--- src/rtl/vsd_pkg.sv ---
package vsd_pkg;
  localparam int SLOW_AW   = 17;
  localparam int PAGE_LSB  = 10;
  localparam int PAGE_W    = SLOW_AW - PAGE_LSB;
  localparam int NUM_PAGES = 1 << PAGE_W;
  localparam int KB_W      = PAGE_W - 1;
  localparam int INH_W     = 6;

  // Mask bit positions inside the inhibit register
  localparam int IB_TXT1 = 0;
  localparam int IB_HG1  = 1;
  localparam int IB_HG2  = 2;
  localparam int IB_SUP  = 3;
  localparam int IB_AUXG = 4;
  localparam int IB_TXT2 = 5;

  // Eligibility of one 1 KB page: pg[PAGE_W-1] = odd half, low bits = KB within half
  function automatic logic page_ok(input logic [INH_W-1:0] inh,
                                   input logic [PAGE_W-1:0] pg);
    logic       odd;
    logic [KB_W-1:0] kb;
    logic       ok;
    odd = pg[PAGE_W-1];
    kb  = pg[KB_W-1:0];
    ok  = 1'b0;
    if (kb == KB_W'(1))                              ok = ~inh[IB_TXT1];
    else if (kb == KB_W'(2))                         ok = ~inh[IB_TXT2];
    else if (kb >= KB_W'(8)  && kb < KB_W'(16))      ok = ~(inh[IB_HG1] | (odd & inh[IB_AUXG]));
    else if (kb >= KB_W'(16) && kb < KB_W'(24))      ok = ~(inh[IB_HG2] | (odd & inh[IB_AUXG]));
    else if (kb >= KB_W'(24) && kb < KB_W'(40))      ok = odd & ~inh[IB_SUP];
    return ok;
  endfunction
endpackage

--- src/rtl/vsd_ctrl_regs.sv ---
module vsd_ctrl_regs #(
  parameter int          RW      = 8,
  parameter logic [7:0]  INH_RST = 8'h08,
  parameter logic [7:0]  SPD_RST = 8'h00
) (
  input  logic          clk,
  input  logic          rst_n,
  input  logic          inh_we,
  input  logic          spd_we,
  input  logic [RW-1:0] wdata,
  output logic [RW-1:0] inh_q,
  output logic [RW-1:0] spd_q
);
  always_ff @(posedge clk) begin
    if (!rst_n) begin
      inh_q <= RW'(INH_RST);
      spd_q <= RW'(SPD_RST);
    end else begin
      if (inh_we) inh_q <= wdata;
      if (spd_we) spd_q <= wdata;
    end
  end

  AST_INH_RESET: assert property (@(posedge clk) !rst_n |=> inh_q == RW'(INH_RST));
  AST_SPD_RESET: assert property (@(posedge clk) !rst_n |=> spd_q == RW'(SPD_RST));
  AST_INH_READBACK: assert property (@(posedge clk) disable iff (!rst_n)
    inh_we |=> inh_q == $past(wdata));
  AST_SPD_HOLD: assert property (@(posedge clk) disable iff (!rst_n)
    !spd_we |=> $stable(spd_q));
endmodule

--- src/rtl/vsd_zone_map.sv ---
module vsd_zone_map
  import vsd_pkg::*;
(
  input  logic [INH_W-1:0]     inh,
  output logic [NUM_PAGES-1:0] page_flags
);
  for (genvar p = 0; p < NUM_PAGES; p++) begin : g_page
    assign page_flags[p] = page_ok(inh, PAGE_W'(p));
  end
endmodule

--- src/rtl/vsd_shadow_stage.sv ---
module vsd_shadow_stage
  import vsd_pkg::*;
#(
  parameter int PHYS_W    = 23,
  parameter int BANK_W    = 8,
  parameter int LOW_BANKS = 2
) (
  input  logic                 clk,
  input  logic                 rst_n,
  input  logic                 wr_en,
  input  logic [BANK_W-1:0]    wr_bank,
  input  logic [PHYS_W-1:0]    wr_phys,
  input  logic [NUM_PAGES-1:0] page_flags,
  input  logic                 all_banks,
  output logic                 shadow_we,
  output logic [SLOW_AW-1:0]   shadow_addr
);
  // Named internal events for the checks below
  logic [PAGE_W-1:0] page_idx;
  logic              page_hit;
  logic              bank_low;
  logic              fire;
  logic              half_bit;
  logic [KB_W-1:0]   kb_idx;

  assign page_idx = wr_phys[SLOW_AW-1:PAGE_LSB];
  assign half_bit = wr_phys[SLOW_AW-1];
  assign kb_idx   = wr_phys[SLOW_AW-2:PAGE_LSB];
  assign page_hit = page_flags[page_idx];
  assign bank_low = (wr_bank < BANK_W'(LOW_BANKS));
  assign fire     = wr_en & page_hit & (all_banks | bank_low);

  always_ff @(posedge clk) begin
    if (!rst_n) begin
      shadow_we   <= 1'b0;
      shadow_addr <= '0;
    end else begin
      shadow_we <= fire;
      if (wr_en) shadow_addr <= wr_phys[SLOW_AW-1:0];
    end
  end

  AST_NO_SPURIOUS: assert property (@(posedge clk) disable iff (!rst_n)
    shadow_we |-> $past(wr_en));
  AST_COPY_ADDR: assert property (@(posedge clk) disable iff (!rst_n)
    shadow_we |-> shadow_addr == $past(wr_phys[SLOW_AW-1:0]));
  AST_BANK_GATE: assert property (@(posedge clk) disable iff (!rst_n)
    (shadow_we && !$past(all_banks)) |-> ($past(wr_bank) < BANK_W'(LOW_BANKS)));
  AST_EVEN_CEILING: assert property (@(posedge clk) disable iff (!rst_n)
    (shadow_we && !$past(half_bit)) |-> ($past(kb_idx) < KB_W'(24)));
  AST_ZONES_ONLY: assert property (@(posedge clk) disable iff (!rst_n)
    shadow_we |-> ($past(kb_idx) == KB_W'(1) || $past(kb_idx) == KB_W'(2) ||
                   ($past(kb_idx) >= KB_W'(8) && $past(kb_idx) < KB_W'(40))));
endmodule

--- src/rtl/vshadow_decoder.sv ---
module vshadow_decoder
  import vsd_pkg::*;
#(
  parameter int PHYS_W        = 23,
  parameter int BANK_W        = 8,
  parameter int OFF_W         = 16,
  parameter int RW            = 8,
  parameter int LOW_BANKS     = 2,
  parameter int SPD_ALL_BIT   = 4
) (
  input  logic               clk,
  input  logic               rst_n,
  input  logic               wr_en,
  input  logic [BANK_W-1:0]  wr_bank,
  input  logic [OFF_W-1:0]   wr_off,
  input  logic [PHYS_W-1:0]  wr_phys,
  input  logic               inh_we,
  input  logic               spd_we,
  input  logic [RW-1:0]      reg_wdata,
  output logic [RW-1:0]      inh_rdata,
  output logic [RW-1:0]      spd_rdata,
  output logic               shadow_we,
  output logic [SLOW_AW-1:0] shadow_addr
);
  logic [NUM_PAGES-1:0] page_flags;
  logic                 all_banks;
  logic                 off_unused;

  // Offset only matters through the bank comparison (bank < LOW_BANKS covers the low window)
  assign off_unused = ^wr_off;

  vsd_ctrl_regs #(.RW(RW)) u_regs (
    .clk    (clk),
    .rst_n  (rst_n),
    .inh_we (inh_we),
    .spd_we (spd_we),
    .wdata  (reg_wdata),
    .inh_q  (inh_rdata),
    .spd_q  (spd_rdata)
  );

  assign all_banks = spd_rdata[SPD_ALL_BIT];

  vsd_zone_map u_map (
    .inh        (inh_rdata[INH_W-1:0]),
    .page_flags (page_flags)
  );

  vsd_shadow_stage #(
    .PHYS_W    (PHYS_W),
    .BANK_W    (BANK_W),
    .LOW_BANKS (LOW_BANKS)
  ) u_stage (
    .clk         (clk),
    .rst_n       (rst_n),
    .wr_en       (wr_en),
    .wr_bank     (wr_bank),
    .wr_phys     (wr_phys),
    .page_flags  (page_flags),
    .all_banks   (all_banks),
    .shadow_we   (shadow_we),
    .shadow_addr (shadow_addr)
  );

  AST_IDLE_LOW: assert property (@(posedge clk) disable iff (!rst_n)
    !wr_en |=> !shadow_we);
endmodule

--- config.mk ---
export PLATFORM = sky130hd
export DESIGN_NAME = vshadow_decoder
export DESIGN_NICKNAME = d
export VERILOG_FILES = /design/src/rtl/vsd_pkg.sv /design/src/rtl/vsd_ctrl_regs.sv /design/src/rtl/vsd_zone_map.sv /design/src/rtl/vsd_shadow_stage.sv /design/src/rtl/vshadow_decoder.sv
export SDC_FILE = /design/constraint.sdc
export NUM_CORES = 1
export LEC_CHECK = 0
export BUFFER_PORTS_ARGS = -buffer_cell sky130_fd_sc_hd__buf_2
export CORE_AREA = 5 5 64 66
export CTS_BUF_LIST = sky130_fd_sc_hd__clkbuf_8
export CTS_CLUSTER_SIZE = 28
export DETAILED_ROUTE_END_ITERATION = 8
export DIE_AREA = 0 0 69 71
export PLACE_DENSITY = 0.82
export SLEW_MARGIN = 20
export SYNTH_ARGS = -nofsm -noshare
export SYNTH_HDL_FRONTEND = slang
export SYNTH_SLANG_ARGS = --single-unit
--- constraint.sdc ---
create_clock -name clk -period 1.15 [get_ports clk]
set_input_delay 0.23 -clock clk [delete_from_list [all_inputs] [get_ports clk]]
set_output_delay 0.23 -clock clk [all_outputs]
set_load 0.03 [all_outputs]
Yosys cells after proc, flatten, opt, wreduce, memory -nomap -nowiden
Cells that the tools add are included.

word-level totals
  register bits after elaboration = 34
  output and inout bits = 34
  logic and storage cells = 20
  bits of input ports = 60

cells by class
  muxes and demuxes = 2
  bitwise gates (word level) = 12
  $lt $le $gt $ge = 2

operators by type and width
  cell                number
  $lt 7x8->1 const B  1
  $lt 8x2->1 const B  1
  $bmux 1 s7          1
  $not 1->1           7
  $or 1x1->1          3
  $and 1x1->1         2
  $mux 1              1

Longest topological paths before layout
  depth after elaboration = 6
  mapped depth = 4
  mapped depth without buffers = 3

Modules after synthesis
From an unflattened synthesis, not the netlist that was laid out.

second synthesis, totals
  cell total of the unflattened synthesis = 360
  area, all modules = 3435.8 um2

by module, submodules not included
  module            area an instance (um2)  cells each  sequential area each (um2)  times used
  vsd_shadow_stage  1891.8                  180         360.3                       1
  vsd_zone_map      938.4                   129         0.0                         1
  vsd_ctrl_regs     605.6                   51          320.3                       1

Worst setup path before layout
No wires, ideal clock.

  kind = reg-to-reg
  start point = register u_regs.inh_q[2]
  end point = register u_stage.shadow_we
  clock period less this slack = 972 ps
  buffers on the path = 0
  path slack = 178 ps
  library setup time = 91 ps
  data arrival time = 881 ps
  data required time = 1059 ps
  stages on the path, launching flop included = 4
  cell sequence = dfxtp_1 nor3b_2 o21ai_1 a311oi_1

on the way
  longest elaborated chain between the ends = 6
  elaborated cells between the ends (all ways) = 7
  those cells by class = mux (2); bitwise (5)

RTL lines
  element                           line                    RTL
  start, declared                   vsd_ctrl_regs.sv:11     output logic [RW-1:0] inh_q,
  start signal, assigned            vsd_ctrl_regs.sv:16     inh_q <= RW'(INH_RST);
  start signal, assigned            vsd_ctrl_regs.sv:19     if (inh_we) inh_q <= wdata;
  $or 1x1->1                        vsd_pkg.sv:29           else if (kb >= KB_W'(16) && kb < KB_W'(24)) ok = ~(inh[IB_HG2] | (odd & inh[IB_AUXG]));
  $not 1->1                         vsd_pkg.sv:29
  $bmux 1 s7 (*)                    vsd_shadow_stage.sv:29  assign page_hit = page_flags[page_idx];
  $mux 1 (implied by the code) (*)  vsd_shadow_stage.sv:29
  $and 1x1->1 (*) (2 in a row)      vsd_shadow_stage.sv:31  assign fire = wr_en & page_hit & (all_banks | bank_low);
  end signal, assigned              vsd_shadow_stage.sv:38  shadow_we <= fire;
  end, declared                     vsd_shadow_stage.sv:15  output logic shadow_we,

Every way passes the cells marked *; elsewhere a longest branch is shown, timed or not. The select of a mux whose other input is x is not followed.
A chain may end at the register's enable or synchronous reset.

Worst setup path after layout
  start point = register u_regs.inh_q[2]
  end point = output port inh_rdata[2]

RTL lines
  element        line                   RTL
  end, declared  vshadow_decoder.sv:20  output logic [RW-1:0] inh_rdata,

No word-level cell between the ends.

==> impl_metrics.toml <==
[grt]
grt_pass1_vias = 1109
grt_use_total = 0.134
grt_overflow_total = 0
grt_pass1_wl_um = 5230
grt_antenna_before_repair = 0
grt_max_degree = 19

[final_layout]
num-fill-cells = 350
drive_gt1_frac = 0.426
antenna-diode-count = 0
syn2layout_area_growth_pct = 36.3
fin_area_sq_um = 1880
regArea_sq_um = 683
fin_cells = 245
multiInputGateArea_sq_um = 653
fin_nets = 256

[detailed_routing]
viasPerCell = 4.63
wire_per_inst_um = 13.0
vias = 1135
drtIter0Drc = 53
drtAntennaViolNets = 0
routed_wl_um = 3190
route.detailed.drc = 0
dr.pass1.iters = 4

[synth]
synth_ff_type = "dfxtp_1"
yosys.area.top_type = "dfxtp_1"
synthTopCellsByCount = "dfxtp_1, mux2i_1, nor2b_1"
synth_area_leaders = "dfxtp_1, mux2i_1, nor2b_1, nor3b_2, nor3b_1"
yosysTopAreaCellShare = 0.493
yosys_register_bits = 34
yosys_warnings = 0
syn-num-nets = 185
synth_edf_count = 0
async_flop_share = 0
post_synth_instance_area_sq_um = 1380
yosysMostFrequentCell = "dfxtp_1"
seq_area_frac_synth = 0.493
synth_cells = 125
yosysUniqueCellTypes = 17
syn_avg_cell_area_sq_um = 11.1

[pwr]
power.share.combinational = 0.180
pwr-share-clk = 0.334
p_int_uw = 1920
netSwitchingFraction = 0.274
power.switching_uw = 724
vdd_drop_max_v = 0.000830
leakage_uw = 0.000944
powerDensity_nw_per_um2 = 1400
total_power_uw = 2650
p_seq_frac = 0.486

[placement]
place_congestion = 0.779
dp_hpwl_um = 2440
numPortBuffers = 70
place_area_sq_um = 1780
dp.cells = 237

[sta]
tightest_slew_ns = 0.300
fin_crit_ns = 1.11
fmax_mhz = 901
fin_skew_ns = 0.00545
min_period_over_period = 0.965
grt_setup_unrepaired = "false"
setup_tns_ns = 0
setup_viol = 0
holdWs_ns = 0.191
hold_violations = 0
slew_viol_final = 0
slew_headroom = 0.800

[setup_path]
cp_data_required_time_ns = 0.92
cpLargestDelayFamily = "flip-flops"
crit_fanout = 3
worstPathArrival_ns = 0.88
end_kind = "output pin"
worstPathCellList = "buf_2"
cp_slowest_cell = "dfxtp_1"
startpoint_type = "register"
critical_path_buf_inv_count = 1
slowest_delay_ns = 0.38
worstSetupPathType = "reg2out"

[floorplan]
die_h_um = 71
fp-row-count = 22
die-area_sq_um = 4900
num_io_pins = 94
start_util = 0.392
core_sq_um = 3520
chipWidth_um = 69

[run_status]
outcome = "completed"

[cts]
cts_hold_buf = 0
clockBufferDepth = 2
htree_levels = 2
post_cts_buffers = 0
cts.clk_slew.worst_paths_ns = 0.06
cts_made_buffers = 5
cts_tree = "done"
post_cts_resized = 0
clockRootBuffer = "clkbuf_8"
insertion_delay_ns = 0.28
clock-sinks = 34

[job]
cap_violations = 0

[worst_hold_path]
min_path_type = "in2reg"
## tightest hold or removal path, cell delays in order
cell and delay [ns]:
buf_2 0.09, mux2i_1 0.06, nand2_1 0.06
## final timing paths
check	slack, ns	startpoint	cells after the start	endpoint
max reg2reg	0.22	u_regs.inh_q[5]$_SDFFE_PN0P_	3	u_stage.shadow_we$_SDFF_PN0_
min reg2reg	0.51	u_stage.shadow_addr[10]$_SDFFE_PN0P_	2	u_stage.shadow_addr[10]$_SDFFE_PN0P_
max	0.04	u_regs.inh_q[2]$_SDFFE_PN0P_	1	inh_rdata[2]
min	0.19	reg_wdata[3]	3	u_regs.inh_q[3]$_SDFFE_PN1P_
## per-stage QoR
stage | utilization | setup slack [ns]
floorplan | - | 0.178
global placement | 0.506 | 0.0777
detailed placement | 0.506 | 0.0751
CTS | 0.532 | 0.00877
global route | 0.534 | 0.00149
finish | 0.534 | 0.0398
## flip-flops by register name, summed over array words and instances (netlist names)
| name | cells |
|---|---|
| u_stage.shadow_addr | 17 |
| u_stage.shadow_we | 1 |
| u_regs.spd_q | 8 |
| u_regs.inh_q | 8 |
## logic make-up (layout without fill, tap and decap cells)
logic type | after synthesis | after routing | synth area share
and+or+nand+nor | 44 | 44 | 0.209
muxes | 33 | 33 | 0.239
AOI/OAI and AO/OA | 6 | 6 | 0.0245
DFF | 34 | 34 | 0.493
buffers and inverters | 8 | 80 | 0.0344
## layout make-up
class / instances / area share
clock buffer: 6 / 0.0439
clock inverter: 2 / 0.00465
multi-input combinational: 83 / 0.347
sequential: 34 / 0.363
tap: 48 / 0.0319
timing repair buffer: 72 / 0.210
## power by group through the flow
| stage | Sequential, uW | Clock (uW) | Combinational [uW] |
|---|---|---|---|
| after CTS | 1290 | 918 | 482 |
| after floorplan | 1440 | 0 | 175 |
| after global routing | 1300 | 981 | 515 |
| after global placement | 1310 | 0 | 474 |
| final | 1290 | 883 | 477 |
| after detailed placement | 1310 | 0 | 482 |
## layer usage
metal  track usage  share of wire
met5             0              0
met4        0.0586          0.017
met3        0.0795           0.14
met2         0.199           0.44
met1         0.154           0.40
## layout by cell type, fill, tap and decap left out
cell type	instances
dfxtp_1	32
clkbuf_4	2
mux2i_1	33
nor3b_2	2
a21oi_1	2
o21ai_0	2
nor3_1	1
nor2b_1	33
dfxtp_2	2
nor3b_1	3
buf_2	68
clkinv_2	1
nor4_1	2
nand2_1	2
buf_12	2
a311oi_1	1
inv_1	1
o21ai_1	1
clkbuf_8	6
and3b_2	1
Power figures use the tool's default switching activity.
